<file path="config.mk">
export PLATFORM = sky130hd
export DESIGN_NAME = scan_port_hub
export DESIGN_NICKNAME = d
export VERILOG_FILES = /design/src/rtl/scan_hub_pkg.sv /design/src/rtl/tap_shadow.sv /design/src/rtl/lsp_port_ctrl.sv /design/src/rtl/scan_chain_route.sv /design/src/rtl/scan_port_hub.sv
export SDC_FILE = /design/constraint.sdc
export NUM_CORES = 1
export LEC_CHECK = 0
export BUFFER_PORTS_ARGS = -buffer_cell sky130_fd_sc_hd__buf_2
export CORE_AREA = 2 2 78 80
export DETAILED_ROUTE_END_ITERATION = 8
export DIE_AREA = 0 0 80 82
export PLACE_DENSITY = 0.58
export SYNTH_ARGS = -nofsm -noshare
export SYNTH_HDL_FRONTEND = slang
export SYNTH_SLANG_ARGS = --single-unit
</file>
<file path="constraint.sdc">
create_clock -name tck -period 4.9 [get_ports tck]
set_clock_uncertainty 0.05 [all_clocks]
set_input_delay 0.49 -clock tck [delete_from_list [all_inputs] [get_ports tck]]
set_output_delay 0.49 -clock tck [all_outputs]
set_load 0.01 [all_outputs]
</file>
<file path="src/rtl/scan_hub_pkg.sv">
package scan_hub_pkg;

   localparam int MAX_PORTS = 8;

   typedef enum logic [3:0] {
      TS_RESET,
      TS_IDLE,
      TS_DR_SEL,
      TS_DR_CAP,
      TS_DR_SHIFT,
      TS_DR_EX1,
      TS_DR_PAUSE,
      TS_DR_EX2,
      TS_DR_UPD,
      TS_IR_SEL,
      TS_IR_CAP,
      TS_IR_SHIFT,
      TS_IR_EX1,
      TS_IR_PAUSE,
      TS_IR_EX2,
      TS_IR_UPD
   } tap_state_e;

   // One step of the 1149.1 controller graph
   function automatic tap_state_e tap_step(tap_state_e s, logic m);
      tap_state_e n;
      case (s)
         TS_RESET:    n = m ? TS_RESET    : TS_IDLE;
         TS_IDLE:     n = m ? TS_DR_SEL   : TS_IDLE;
         TS_DR_SEL:   n = m ? TS_IR_SEL   : TS_DR_CAP;
         TS_DR_CAP:   n = m ? TS_DR_EX1   : TS_DR_SHIFT;
         TS_DR_SHIFT: n = m ? TS_DR_EX1   : TS_DR_SHIFT;
         TS_DR_EX1:   n = m ? TS_DR_UPD   : TS_DR_PAUSE;
         TS_DR_PAUSE: n = m ? TS_DR_EX2   : TS_DR_PAUSE;
         TS_DR_EX2:   n = m ? TS_DR_UPD   : TS_DR_SHIFT;
         TS_DR_UPD:   n = m ? TS_DR_SEL   : TS_IDLE;
         TS_IR_SEL:   n = m ? TS_RESET    : TS_IR_CAP;
         TS_IR_CAP:   n = m ? TS_IR_EX1   : TS_IR_SHIFT;
         TS_IR_SHIFT: n = m ? TS_IR_EX1   : TS_IR_SHIFT;
         TS_IR_EX1:   n = m ? TS_IR_UPD   : TS_IR_PAUSE;
         TS_IR_PAUSE: n = m ? TS_IR_EX2   : TS_IR_PAUSE;
         TS_IR_EX2:   n = m ? TS_IR_UPD   : TS_IR_SHIFT;
         TS_IR_UPD:   n = m ? TS_DR_SEL   : TS_IDLE;
         default:     n = TS_RESET;
      endcase
      return n;
   endfunction

endpackage

</file>
<file path="src/rtl/tap_shadow.sv">
module tap_shadow
   import scan_hub_pkg::*;
(
   input  logic       tck,
   input  logic       trst_n,
   input  logic       tms_in,
   output tap_state_e state_q
);

   always_ff @(posedge tck or negedge trst_n) begin
      if (!trst_n) state_q <= TS_RESET;
      else         state_q <= tap_step(state_q, tms_in);
   end

endmodule

</file>
<file path="src/rtl/lsp_port_ctrl.sv">
module lsp_port_ctrl
   import scan_hub_pkg::*;
#(
   parameter bit HOLD_TMS = 1'b0
)(
   input  logic       tck,
   input  logic       trst_n,
   input  logic       up_tms,
   input  tap_state_e up_state,
   input  tap_state_e up_next,
   input  logic       arm_unpark,
   input  logic       arm_park,
   input  tap_state_e park_tgt_now,
   input  tap_state_e park_tgt_q,
   output logic       linked,
   output logic       ltms
);

   tap_state_e loc_state;
   logic       linked_q;
   logic       unpark_pend_q;
   logic       park_pend_q;
   logic       loc_holdable;
   logic       going_reset;
   logic       unpark_go;
   logic       park_go;

   // Shadow of this port's local chain, fed by the TMS it actually receives
   tap_shadow u_local (
      .tck    (tck),
      .trst_n (trst_n),
      .tms_in (ltms),
      .state_q(loc_state)
   );

   assign ltms         = linked_q ? up_tms : HOLD_TMS;
   assign loc_holdable = (loc_state == TS_IDLE) || (loc_state == TS_DR_PAUSE);
   assign going_reset  = (up_next == TS_RESET);
   assign unpark_go    = (unpark_pend_q || arm_unpark) && !linked_q &&
                         loc_holdable && (up_next == loc_state);
   assign park_go      = (park_pend_q || arm_park) && linked_q &&
                         (up_next == park_tgt_now);

   always_ff @(posedge tck or negedge trst_n) begin
      if (!trst_n) begin
         linked_q      <= 1'b0;
         unpark_pend_q <= 1'b0;
         park_pend_q   <= 1'b0;
      end else begin
         if (unpark_go)    linked_q <= 1'b1;
         else if (park_go) linked_q <= 1'b0;

         if (unpark_go || going_reset || arm_park) unpark_pend_q <= 1'b0;
         else if (arm_unpark && !linked_q)         unpark_pend_q <= 1'b1;

         if (park_go || going_reset || !linked_q) park_pend_q <= 1'b0;
         else if (arm_park)                       park_pend_q <= 1'b1;
      end
   end

   assign linked = linked_q;


   lock_step_chk: assert property (@(posedge tck) disable iff (!trst_n)
      linked_q |-> (loc_state == up_state));


   attach_from_park_chk: assert property (@(posedge tck) disable iff (!trst_n)
      $rose(linked_q) |-> ((loc_state == up_state) &&
                           (loc_state inside {TS_IDLE, TS_DR_PAUSE})));


   park_hold_chk: assert property (@(posedge tck) disable iff (!trst_n)
      (!linked_q && (loc_state inside {TS_IDLE, TS_DR_PAUSE})) |=> $stable(loc_state));


   detach_state_chk: assert property (@(posedge tck) disable iff (!trst_n)
      $fell(linked_q) |-> (loc_state == park_tgt_q));

endmodule

</file>
<file path="src/rtl/scan_chain_route.sv">
module scan_chain_route #(
   parameter int NUM_PORTS = 3
)(
   input  logic                 tdi,
   input  logic [NUM_PORTS-1:0] linked,
   input  logic [NUM_PORTS-1:0] lsp_tdo,
   output logic [NUM_PORTS-1:0] lsp_tdi,
   output logic                 tdo
);

   always_comb begin
      logic carry;
      carry = tdi;
      for (int i = 0; i < NUM_PORTS; i++) begin
         lsp_tdi[i] = carry;
         if (linked[i]) carry = lsp_tdo[i];
      end
      tdo = carry;
   end

endmodule

</file>
<file path="src/rtl/scan_port_hub.sv">
module scan_port_hub
   import scan_hub_pkg::*;
#(
   parameter int NUM_PORTS = 3,
   parameter bit HOLD_TMS  = 1'b0
)(
   input  logic                 tck,
   input  logic                 trst_n,
   input  logic                 tms,
   input  logic                 tdi,
   output logic                 tdo,
   input  logic                 op_park,
   input  logic                 op_unpark,
   input  logic                 park_in_pause,
   input  logic [NUM_PORTS-1:0] port_sel,
   output logic [NUM_PORTS-1:0] lsp_tck,
   output logic [NUM_PORTS-1:0] lsp_tms,
   output logic [NUM_PORTS-1:0] lsp_tdi,
   input  logic [NUM_PORTS-1:0] lsp_tdo,
   output logic [NUM_PORTS-1:0] port_linked
);

   generate
      if (NUM_PORTS < 1 || NUM_PORTS > MAX_PORTS) begin : g_bad_count
         $error("scan_port_hub: NUM_PORTS out of range");
      end
   endgenerate

   tap_state_e           up_state;
   tap_state_e           up_next;
   tap_state_e           tgt_q;
   tap_state_e           tgt_now;
   logic                 at_upd_ir;
   logic                 park_take;
   logic [NUM_PORTS-1:0] linked;

   tap_shadow u_upstream (
      .tck    (tck),
      .trst_n (trst_n),
      .tms_in (tms),
      .state_q(up_state)
   );

   assign up_next   = tap_step(up_state, tms);
   assign at_upd_ir = (up_state == TS_IR_UPD);
   assign park_take = at_upd_ir && op_park;
   assign tgt_now   = park_take ? (park_in_pause ? TS_DR_PAUSE : TS_IDLE) : tgt_q;

   always_ff @(posedge tck or negedge trst_n) begin
      if (!trst_n) tgt_q <= TS_IDLE;
      else         tgt_q <= tgt_now;
   end

   for (genvar i = 0; i < NUM_PORTS; i++) begin : g_port
      lsp_port_ctrl #(
         .HOLD_TMS(HOLD_TMS)
      ) u_port (
         .tck         (tck),
         .trst_n      (trst_n),
         .up_tms      (tms),
         .up_state    (up_state),
         .up_next     (up_next),
         .arm_unpark  (at_upd_ir && op_unpark && port_sel[i]),
         .arm_park    (park_take),
         .park_tgt_now(tgt_now),
         .park_tgt_q  (tgt_q),
         .linked      (linked[i]),
         .ltms        (lsp_tms[i])
      );
   end

   scan_chain_route #(
      .NUM_PORTS(NUM_PORTS)
   ) u_route (
      .tdi    (tdi),
      .linked (linked),
      .lsp_tdo(lsp_tdo),
      .lsp_tdi(lsp_tdi),
      .tdo    (tdo)
   );

   assign lsp_tck     = {NUM_PORTS{tck}};
   assign port_linked = linked;

endmodule

</file>
Word-level counts from Yosys, hierarchy flattened
Index checks and enable logic that the tools add are counted.
{"block": "classes", "addsub": 0, "multipliers": 0, "div": 0, "order_cmp": 0, "eq_ne": 64, "n_shift": 0, "muxes": 76, "bitwise_logic": 0, "reduce_logical": 73}
{"op": "4-bit one-hot mux with 12 select lines", "n": 4}
{"op": "4-bit == test (second input constant)", "n": 32}
{"op": "4-bit two-way mux", "n": 17}
{"op": "4-bit by 3-bit == test with 1-bit output (second input constant)", "n": 16}
{"op": "1-bit two-way mux", "n": 34}
{"op": "4-bit by 2-bit == test with 1-bit output (second input constant)", "n": 8}
{"op": "3-bit two-way mux", "n": 9}
{"op": "2-bit two-way mux", "n": 12}
{"op": "1-bit logical AND", "n": 23}
{"op": "1-bit logical OR", "n": 21}
{"op": "4-bit logical NOT", "n": 5}
{"op": "2-bit nonzero test", "n": 9}
{"op": "4-bit by 1-bit == test with 1-bit output (second input constant)", "n": 4}
{"op": "4-bit == test", "n": 4}
{"op": "2-bit OR reduction", "n": 8}
{"op": "3-bit OR reduction", "n": 4}
{"op": "1-bit logical NOT", "n": 3}
{"block": "word_totals", "ff_bits": 29, "latchBits": 0, "mem_bits_rw": 0, "mem_bits_ro": 0, "input_bits": 13, "wordCells": 227, "memories": 0}

Depth between registers and ports, before layout
Gate-level depths: netlist (run 1).
{"block": "depth", "depth_word": 10, "depth_mapped": 9, "ltp_nobuf": 7}

Hierarchy
A second synthesis (run 1) with hierarchy kept.
{"block": "unflattened", "cells_unflattened": 278, "area_unflattened_um2": 2373.5}
{"mod": "tap_shadow", "n_inst": 4, "cells_per_inst": 37, "area_per_inst_um2": 314.1, "seq_area_each_um2": 100.1}
{"mod": "lsp_port_ctrl", "n_inst": 3, "cells_per_inst": 25, "area_per_inst_um2": 219.0, "seq_area_each_um2": 75.1}
{"mod": "scan_port_hub", "n_inst": 1, "cells_per_inst": 51, "area_per_inst_um2": 411.6, "seq_area_each_um2": 101.3}
{"mod": "scan_chain_route", "n_inst": 1, "cells_per_inst": 4, "area_per_inst_um2": 48.8, "seq_area_each_um2": 0.0}

==> run_results.csv, run 1 <==
group,metric,value,unit
cells_and_area,syn2layout_area_growth,7.76,%
timing,totalNegativeSetupSlack,0,ps
cells_and_area,nets,312,
worst_setup_path,cp.arrival,2820,ps
power_and_ir_drop,power.density,690,nW/um^2
min_path,hold_class,"input pin to async pin",
routing,drt_iter0_markers,208,
synthesis,synth_top_area_share,28.8,%
global_route,track_usage,20.6,%
synthesis,synth_cell_type_count,60,
synthesis,ys_ff_latch,29,
clock_network,clkTransAtPathRegs,70,ps
synthesis,synth_fp_nets,314,
worst_setup_path,startpoint_type,"clock port",
power_and_ir_drop,vdd_ir_drop_max,0.000339,V
synthesis,synthTopCellsByArea,"dfrtp_1, a21oi_1, o21ai_0",
clock_network,ctsResizeCount,0,
worst_setup_path,reg2reg_depth,7,
clock_network,clk_latency,390,ps
power_and_ir_drop,power_leakage,1.05,nW
worst_setup_path,crit_path_end_kind,"output pin",
timing,drv_slew,0,
synthesis,synthTopCellsByCount,"dfrtp_1, a21oi_1, nand2_1, o21ai_0, clkbuf_1",
power_and_ir_drop,switching_share,46.9,%
synthesis,synth-edff-count,0,
run_status,status,"finished, final reports clean",
power_and_ir_drop,p_sw,0.850,mW
floorplan,core.rowCount,28,
power_and_ir_drop,power.internal,0.961,mW
synthesis,yosysSeqAreaShare,29.8,%
floorplan,die_w,80,um
global_route,antenna_found_initial,0,
cells_and_area,antennaDiodeCount,0,
floorplan,ioPinCount,26,
timing,rsz0062_at_grt,"false",
placement,placed_area,2450,um^2
synthesis,syn_inst,301,
timing,tightest_slew,675,ps
floorplan,dieHeight,82,um
routing,routed_wl,6.06,mm
placement,dp.cells,363,
routing,postRouteAntennaNets,0,
worst_setup_path,criticalPathCategory,"clock port to output pin",
power_and_ir_drop,p_clk_share,21.7,%
placement,routabilityCongestion,0.832,
timing,hold_viol,0,
synthesis,synth.avg_cell_area,8.09,um^2
worst_setup_path,ff2ff_setup_slack,2330,ps
global_route,grt_max_degree,30,
cells_and_area,final_area,2630,um^2
timing,setup_viol,0,
cells_and_area,drive_above_1_share,18.6,%
synthesis,yosysTopAreaCell,"dfrtp_1",
routing,dr.pass1.iters,4,
worst_setup_path,crit_required,4360,ps
global_route,grt.overflow.total,0,
floorplan,start_util,42.4,%
synthesis,synth_warnings,0,
clock_network,hold_buffers,0,
synthesis,synth.most_common_cell,"dfrtp_1",
routing,vias,2292,
cells_and_area,fillCellCount,600,
floorplan,dieArea,6560,um^2
synthesis,synth_area,2440,um^2
cells_and_area,final_cells,376,
power_and_ir_drop,pwr-share-seq,32.1,%
global_route,grt_pass1_vias,2127,
floorplan,core_area,5750,um^2
global_route,grt_pass1_wl,10.4,mm
synthesis,synth-main-ff-cell,"dfrtp_1",
routing,wl_per_cell,16.1,um
job,drv_cap,0,
clock_network,cts_tree,"done",
synthesis,synthArstFlopShare,100,%
worst_setup_path,crit_fanout,2,
placement,portBuffers,25,
routing,drc,0,
timing,whs,83.9,ps
power_and_ir_drop,pwr-share-comb,46.2,%
placement,place_hpwl,4.16,mm
cells_and_area,utilization,45.7,%
clock_network,post-cts-setup-buffers,0,
routing,vias_per_cell,6.10,
timing,slew_headroom,55.0,%
-- cells by family (layout without fill, tap and decap cells) --
| kind of cell | count (synthesis) | count (layout) | share of synthesized area [%] |
|---|---|---|---|
| and+or+nand+nor | 87 | 87 | 19.5 |
| buffers and inverters | 55 | 55 | 11.0 |
| DFF | 29 | 29 | 29.8 |
| AOI/OAI and AO/OA | 120 | 120 | 35.6 |
| muxes | 4 | 4 | 1.80 |
| xor gates and xnor gates | 6 | 6 | 2.16 |
-- metrics by stage --
step	setup slack (ps)	power, mW
3_3_place_gp	1800	1.45
5_1_grt	1530	1.97
4_1_cts	1530	1.82
6_report	1540	1.81
2_1_floorplan	1790	1.31
3_5_place_dp	1800	1.45
-- metal layers --
layer  track usage (%)  wire, um  vias to the layer above
li1                  -         -                     1118
met1              26.7      2780                     1085
met2              31.3      2750                       75
met3              4.51       370                       14
met4              12.7       154                        0
met5                 0         0                        -
-- sequential cells by signal (all words and copies together) (netlist names) --
name                           flops
g_port.u_port.linked               3
g_port.u_port.park_pend_q          3
g_port.u_port.u_local.state_q     12
g_port.u_port.unpark_pend_q        3
tgt_q                              4
u_upstream.state_q                 4
-- worst max-delay path: stages --
cell	delay [ps]
clkbuf_8	120
clkbuf_8	120
buf_2	130
-- cell usage in the layout, fill, tap and decap left out, types with 3 or more instances in the layout --
master / synthesis / routed
a211oi_1: 10 / 10
nor4_1: 3 / 3
xnor2_1: 6 / 6
o31ai_1: 4 / 4
nand2b_1: 7 / 7
a21o_1: 4 / 4
nor3b_1: 3 / 3
or3_1: 3 / 3
nand3_1: 8 / 8
o21ai_1: 4 / 4
clkbuf_8: 0 / 10
a311oi_1: 3 / 3
a21oi_1: 22 / 22
o221a_2: 3 / 3
nand3b_1: 5 / 5
o21ai_0: 20 / 20
buf_2: 8 / 25
mux2_2: 3 / 3
o221ai_1: 9 / 9
o2111ai_1: 3 / 3
nor3_1: 7 / 7
inv_1: 12 / 12
nand2_1: 20 / 20
nor2_1: 14 / 14
a31oi_1: 6 / 6
dfrtp_1: 28 / 28
and3_1: 4 / 4
inv_2: 4 / 4
o21a_1: 6 / 6
a2bb2oi_1: 5 / 5
o32a_1: 3 / 3
-- path summary, 6_finish.rpt --
check	from	to
max in group asynchronous	trst_n	tgt_q[3]
max reg2reg	u_upstream.state_q[3]	g_port[1].u_port.park_pend_q
max	tck	lsp_tck[1]
min reg2reg	tgt_q[0]	tgt_q[0]
min	trst_n	g_port[2].u_port.u_local.state_q[2]
min in group tck	park_in_pause	tgt_q[0]
-- cell type report --
class / count / area, um^2 / area share, %
flip-flops and latches: 29 / 727 / 27.7
repair buffers: 22 / 110 / 4.19
clock buffers: 15 / 160 / 6.10
clock inverters: 1 / 30.0 / 1.14
well taps: 75 / 93.8 / 3.57
multi-input cells: 217 / 1440 / 54.9
inverters: 17 / 63.8 / 2.43
-- power groups by stage --
| stage | logic (mW) | clock network (mW) | registers (mW) |
|---|---|---|---|
| floorplan | 0.876 | 0.0504 | 0.380 |
| global placement | 0.834 | 0.0370 | 0.582 |
| detailed placement | 0.834 | 0.0370 | 0.578 |
| CTS | 0.838 | 0.404 | 0.576 |
| global route | 0.939 | 0.417 | 0.611 |
| finish | 0.837 | 0.393 | 0.581 |
(Power assumes the default switching activity.)
==> run 2, diff against run 1 <==
Settings changed: ABC_AREA set to 1, CORE_AREA 2 2 78 80 to 2 2 76 78, DIE_AREA 0 0 80 82 to 0 0 78 80, PLACE_DENSITY 0.58 to 0.61.
Clock period 4.9 ns to 3 ns, I/O delays scaled along.
==> run 2 against run 1 <==
  * First-iteration DRC count is 44% lower
  * Largest cell class unchanged
  * Largest power group unchanged
  * Highest routed layer unchanged
  * Via count fell by 1.3%
  * Synthesized area down 5.5%
  * Power rose by 44%
  * Core utilization is 1.8 points higher
  * Wire length shrank 8.3%
  * Worst hold slack improved by 160 ps
  * Non-clock buffer count up 1
  * Synthesized cell count up 16%
==> run_results.csv, run 2 <==
group,metric,value,unit
timing,rsz0062_at_grt,"false",
cells_and_area,reg_top3,"g_port.u_port.u_local.state_q x12, tgt_q x4, u_upstream.state_q x4",
synthesis,synth.most_common_cell,"nand2_1",
synthesis,synth_top_area_share,30.4,%
timing,drv_slew,0,
synthesis,ys_ff_latch,29,
cells_and_area,syn2layout_area_growth,11.6,%
clock_network,clkTransAtPathRegs,60,ps
timing,whs,246,ps
synthesis,yosysTopAreaCell,"dfrtp_1",
synthesis,synth_area,2300,um^2
routing,drt_iter0_markers,117,
worst_setup_path,reg2reg_depth,9,
global_route,grt_max_degree,30,
floorplan,start_util,42.6,%
worst_setup_path,startpoint_type,"flip-flop",
placement,portBuffers,25,
power_and_ir_drop,pwr-share-seq,27.3,%
routing,drc,0,
min_path,hp-start,"park_in_pause",
floorplan,dieHeight,80,um
cells_and_area,mostFrequentLayoutCells,"nand2_1, nor2_1, inv_1",
routing,wl_per_cell,12.5,um
cells_and_area,largest_reg_flops,12,
clock_network,clk_latency,400,ps
global_route,grt_pass1_vias,2137,
synthesis,synth-main-ff-cell,"dfrtp_1",
worst_setup_path,crit_path_end_kind,"output pin",
routing,routed_wl,5.55,mm
cells_and_area,drive_above_1_share,19.5,%
clock_network,post-cts-setup-buffers,0,
timing,fmax,445,MHz
synthesis,synth-edff-count,0,
power_and_ir_drop,power.density,1010,nW/um^2
synthesis,synthAdderAreaFrac,0,%
worst_setup_path,cp.arrival,1900,ps
power_and_ir_drop,switching_share,50.2,%
min_path,hold_depth,3,
power_and_ir_drop,power.internal,1.30,mW
cells_and_area,largest_register,"g_port.u_port.u_local.state_q",
routing,vias,2263,
synthesis,synthTopCellsByCount,"nand2_1, nor2_1, inv_1",
power_and_ir_drop,p_sw,1.31,mW
synthesis,yosysSeqAreaShare,31.6,%
global_route,grt_pass1_wl,9.64,mm
min_path,hold_class,"input pin to flip-flop",
cells_and_area,fillCellCount,561,
timing,fin_crit_sh,74.9,%
power_and_ir_drop,pwr-share-comb,52.2,%
global_route,grt.overflow.total,0,
worst_setup_path,crit_fanout,7,
synthesis,synthArstFlopShare,100,%
min_path,hold_path_end,"tgt_q[1]",
floorplan,dieArea,6240,um^2
cells_and_area,antennaDiodeCount,0,
placement,dp.cells,432,
global_route,antenna_found_initial,0,
synthesis,synth_top_family_by_area,"simple AND/OR/NAND/NOR gates",
worst_setup_path,ff2ff_setup_slack,1150,ps
worst_setup_path,worst_r2r_startpoint,"u_upstream.state_q[1]",
power_and_ir_drop,vdd_ir_drop_max,0.000659,V
timing,hold_viol,0,
synthesis,synth_fp_nets,363,
placement,place_hpwl,4.13,mm
synthesis,synth_compound_gate_area_share,11.2,%
routing,vias_per_cell,5.07,
power_and_ir_drop,p_clk_share,20.4,%
synthesis,synthTopCellsByArea,"dfrtp_1, nand2_1, nor2_1",
cells_and_area,final_common_cell,"nand2_1",
cells_and_area,nets,385,
run_status,status,"finished, final reports clean",
routing,dr.pass1.iters,5,
synthesis,synthMuxAreaShare,1.47,%
placement,routabilityCongestion,0.925,
floorplan,core_area,5410,um^2
synthesis,syn_inst,350,
timing,setup_viol,0,
power_and_ir_drop,power_leakage,1.33,nW
timing,fin_crit,2250,ps
routing,postRouteAntennaNets,0,
worst_setup_path,criticalPathCategory,"flip-flop to output pin",
timing,tightest_slew,703,ps
cells_and_area,final_area,2570,um^2
clock_network,cts_tree,"done",
global_route,track_usage,20.0,%
cells_and_area,final_cells,446,
floorplan,die_w,78,um
worst_setup_path,crit_required,2650,ps
synthesis,synth-simple-area-share,41.8,%
job,drv_cap,0,
synthesis,synth_warnings,0,
synthesis,synthXorXnorAreaFrac,1.52,%
synthesis,synth.avg_cell_area,6.58,um^2
timing,slew_headroom,53.1,%
cells_and_area,utilization,47.5,%
placement,placed_area,2420,um^2
synthesis,synth_cell_type_count,33,
timing,totalNegativeSetupSlack,0,ps
worst_setup_path,r2r_end,"g_port[0].u_port.unpark_pend_q",
floorplan,core.rowCount,27,
floorplan,ioPinCount,26,
-- run 2: cell types whose count changed after synthesis, moves of 7 or more --
cell and change:
a211oi_1 -8, a21oi_1 -12, clkbuf_1 -16, inv_1 +29
nand2_1 +60, nand2_2 +8, nand2b_1 -7, nand3_1 +20
nand4_1 +8, nor2_1 +37, o221ai_1 -9
-- run 2: worst max path at each step --
stage / from / endpoint / cells after the start
floorplan: tck / lsp_tck[0] / 1
global placement: tck / lsp_tck[0] / 1
detailed placement: tck / lsp_tck[0] / 1
CTS: g_port[0].u_port.linked / tdo / 4
global route: g_port[0].u_port.linked / tdo / 4
finish: g_port[0].u_port.linked / tdo / 4
-- run 2: stage by stage --
step	setup slack, ps	power (mW)
after floorplan	1030	1.87
after global placement	1040	2.14
after detailed placement	1040	2.13
after CTS	752	2.61
after global routing	699	2.86
final	753	2.60
-- run 2: what timing repair did --
item / 4_1_cts / 5_1_grt
gates resized for setup: 0 / 0
hold buffers: 1 / 0
hold endpoints to repair: 28 / 0
-- run 2: power by group through the flow --
| stage | sequential, mW | combinational [mW] | clock (mW) |
|---|---|---|---|
| detailed placement | 0.715 | 1.36 | 0.0604 |
| CTS | 0.707 | 1.36 | 0.545 |
| global placement | 0.715 | 1.37 | 0.0604 |
| floorplan | 0.623 | 1.16 | 0.0824 |
| global route | 0.731 | 1.56 | 0.570 |
| finish | 0.711 | 1.36 | 0.532 |
-- run 2: cell type report --
| class | instances | area, um^2 | area share, % |
|---|---|---|---|
| clock inverter | 2 | 10.0 | 0.390 |
| inverter | 49 | 184 | 7.16 |
| multi-input combinational | 257 | 1290 | 50.3 |
| tap | 72 | 90.1 | 3.51 |
| sequential | 29 | 727 | 28.3 |
| timing repair buffer | 23 | 120 | 4.68 |
| clock buffer | 14 | 146 | 5.70 |
-- run 2: logic make-up after synthesis --
logic type | Yosys count
xor gates and xnor gates | 4
DFF | 29
muxes | 3
AOI/OAI and AO/OA | 42
and+or+nand+nor | 208
buffers and inverters | 64
-- run 2: layer usage --
layer	wire (um)	up-vias	global-route usage, %	part of all wire (%)
li1	-	1176	-	-
met4	96	0	9.30	1.7
met1	2580	1026	25.1	47
met2	2670	48	31.6	48
met5	0	-	0	0
met3	207	13	5.88	3.7
-- run 2: critical path: stages (launching register included) --
cell	delay, ps
dfrtp_1	470
mux2_2	370
mux2_2	270
mux2_2	250
buf_2	140
==> run 3, diff against run 2 <==
Clock period 3 ns to 1.8 ns, I/O delays scaled along.
==> run 3 against run 2 <==
  * Final cell count is 6.1% higher
  * Critical path depth stayed put
  * Clock-buffer cell count stayed put
  * Sequential power is 70% higher
  * Highest routed layer unchanged
  * The run now ends with setup timing left
  * First-iteration DRC count is 12% lower
  * Largest cell class unchanged
==> run_results.csv, run 3 (same netlist as run 2, synthesis figures left out) <==
group,metric,value,unit
placement,pre_cts_slack,-45.8,ps
min_path,hold_depth,3,
floorplan,dieArea,6240,um^2
cells_and_area,reg_top3,"g_port.u_port.u_local.state_q x12, tgt_q x4, u_upstream.state_q x4",
global_route,grt_max_degree,30,
cells_and_area,mostFrequentLayoutCells,"nand2_1, nor2_1, inv_1",
timing,drv_slew,0,
floorplan,start_util,42.6,%
min_path,hold_class,"input pin to flip-flop",
cells_and_area,final_common_cell,"nand2_1",
global_route,grt_pass1_vias,2200,
timing,fin_crit_sh,110,%
worst_setup_path,reg2reg_depth,12,
cells_and_area,antennaDiodeCount,0,
cells_and_area,drive_above_1_share,40.4,%
timing,tightest_slew,705,ps
timing,setup_viol,2,
worst_setup_path,crit_path_end_kind,"output pin",
worst_setup_path,r2r_end,"g_port[2].u_port.linked",
worst_setup_path,slowest_stage,"dfrtp_1",
cells_and_area,fillCellCount,496,
timing,fmax,505,MHz
worst_setup_path,cp.arrival,1750,ps
run_status,status,"finished, violations left",
floorplan,dieHeight,80,um
timing,totalNegativeSetupSlack,-193,ps
worst_setup_path,startpoint_type,"flip-flop",
routing,drc,0,
worst_setup_path,cpMostUsedCell,"mux2_2",
power_and_ir_drop,power.density,1730,nW/um^2
timing,setup_ws,-180,ps
worst_setup_path,crit_required,1570,ps
floorplan,core.rowCount,27,
worst_setup_path,crit_path_cell_trace,"mux2_4, mux2_2, mux2_2, buf_6",
cells_and_area,largest_reg_flops,12,
run_status,violations,"setup timing",
placement,portBuffers,25,
worst_setup_path,crit_buf_inv,1,
cells_and_area,largest_register,"g_port.u_port.u_local.state_q",
timing,rsz0062_at_grt,"true",
global_route,track_usage,20.4,%
power_and_ir_drop,vdd_ir_drop_max,0.00122,V
worst_setup_path,timing.critical_path.depth,4,
routing,wl_per_cell,14.1,um
job,drv_cap,0,
routing,dr.pass1.iters,4,
floorplan,core_area,5410,um^2
worst_setup_path,crit_fanout,2,
clock_network,clk_latency,400,ps
worst_setup_path,criticalPathCategory,"flip-flop to output pin",
global_route,antenna_found_initial,0,
global_route,grt.overflow.total,0,
min_path,hp-start,"park_in_pause",
worst_setup_path,path_delay_family,"multiplexers",
routing,routed_wl,6.65,mm
floorplan,ioPinCount,26,
routing,postRouteAntennaNets,0,
power_and_ir_drop,power_leakage,1.59,nW
timing,hold_viol,0,
cells_and_area,syn2layout_area_growth,37.6,%
routing,drt_iter0_markers,103,
min_path,hold_path_end,"tgt_q[2]",
routing,vias,2435,
clock_network,clkTransAtPathRegs,70,ps
worst_setup_path,max_stage_delay,400,ps
worst_setup_path,worst_r2r_startpoint,"u_upstream.state_q[0]",
routing,vias_per_cell,5.15,
global_route,grt_pass1_wl,9.85,mm
placement,place_hpwl,4.31,mm
timing,fin_crit,1980,ps
clock_network,cts_tree,"done",
placement,routabilityCongestion,0.871,
worst_setup_path,ff2ff_setup_slack,-10,ps
floorplan,die_w,78,um
timing,slew_headroom,53.0,%
cells_and_area,nets,412,
## run 3: cell count changes in the layout (fill, tap and decap cells not counted), sizes merged
| cell | delta |
|---|---|
| buf | +27 |
## run 3: worst max path at each step
stage / slack (ps) / end / startpoint
after floorplan: 180 / tdo / g_port[0].u_port.linked
after global placement: -7 / g_port[2].u_port.linked / u_upstream.state_q[2]
after detailed placement: -50 / g_port[0].u_port.park_pend_q / u_upstream.state_q[2]
after CTS: -200 / tdo / g_port[0].u_port.linked
after global routing: -230 / tdo / g_port[0].u_port.linked
final: -180 / tdo / g_port[0].u_port.linked
## run 3: power by group
part	leakage (nW)	total [mW]	switching, mW	internal [mW]
Clock	0.0867	0.903	0.391	0.512
Combinational	1.13	3.38	2.03	1.36
Sequential	0.371	1.21	0.343	0.865
Total	1.59	5.49	2.76	2.73
## run 3: tightest hold or removal path: cells and delay by family
kind	cells	cell delay, ps
buf+inv	1	100
simple gates	2	170
## run 3: timing repair
item                                    4_1_cts  5_1_grt
endpoints found under the setup margin       10       10
pin swaps                                     1       46
buffers inserted                              0       16
cloned                                        0        0
hold buffers                                  1        0
gates resized for setup                       5      106
endpoints found under the hold margin        28        0
## run 3: area by class of cell
type                    instances  area (um^2)  share of cell area (%)
clock inverters                 2         10.0                   0.316
multi-input cells             257         1630                    51.4
inverters                      49          201                    6.36
well taps                      72         90.1                    2.84
clock buffers                  14          146                    4.62
repair buffers                 50          359                    11.3
flip-flops and latches         29          733                    23.2
## run 3: through the flow
stage | util (%) | area, um^2 | hold slack (ps) | total power, mW | std cells
after floorplan | - | 2300 | -166 | 3.11 | 350
after global placement | 46.3 | 2500 | 229 | 3.63 | 443
after detailed placement | 46.3 | 2500 | 222 | 3.64 | 443
after CTS | 49.3 | 2670 | 81.2 | 4.49 | 457
after global routing | 58.6 | 3170 | 48.7 | 5.91 | 473
final | 58.6 | 3170 | 47.1 | 5.49 | 473
## run 3: routing by layer
| layer | wire length [um] | vias up | global-route usage, % |
|---|---|---|---|
| met5 | 0 | - | 0 |
| met2 | 3410 | 50 | 32.8 |
| met4 | 143 | 0 | 9.65 |
| met1 | 2890 | 1142 | 25.1 |
| li1 | - | 1228 | - |
| met3 | 209 | 15 | 6.22 |
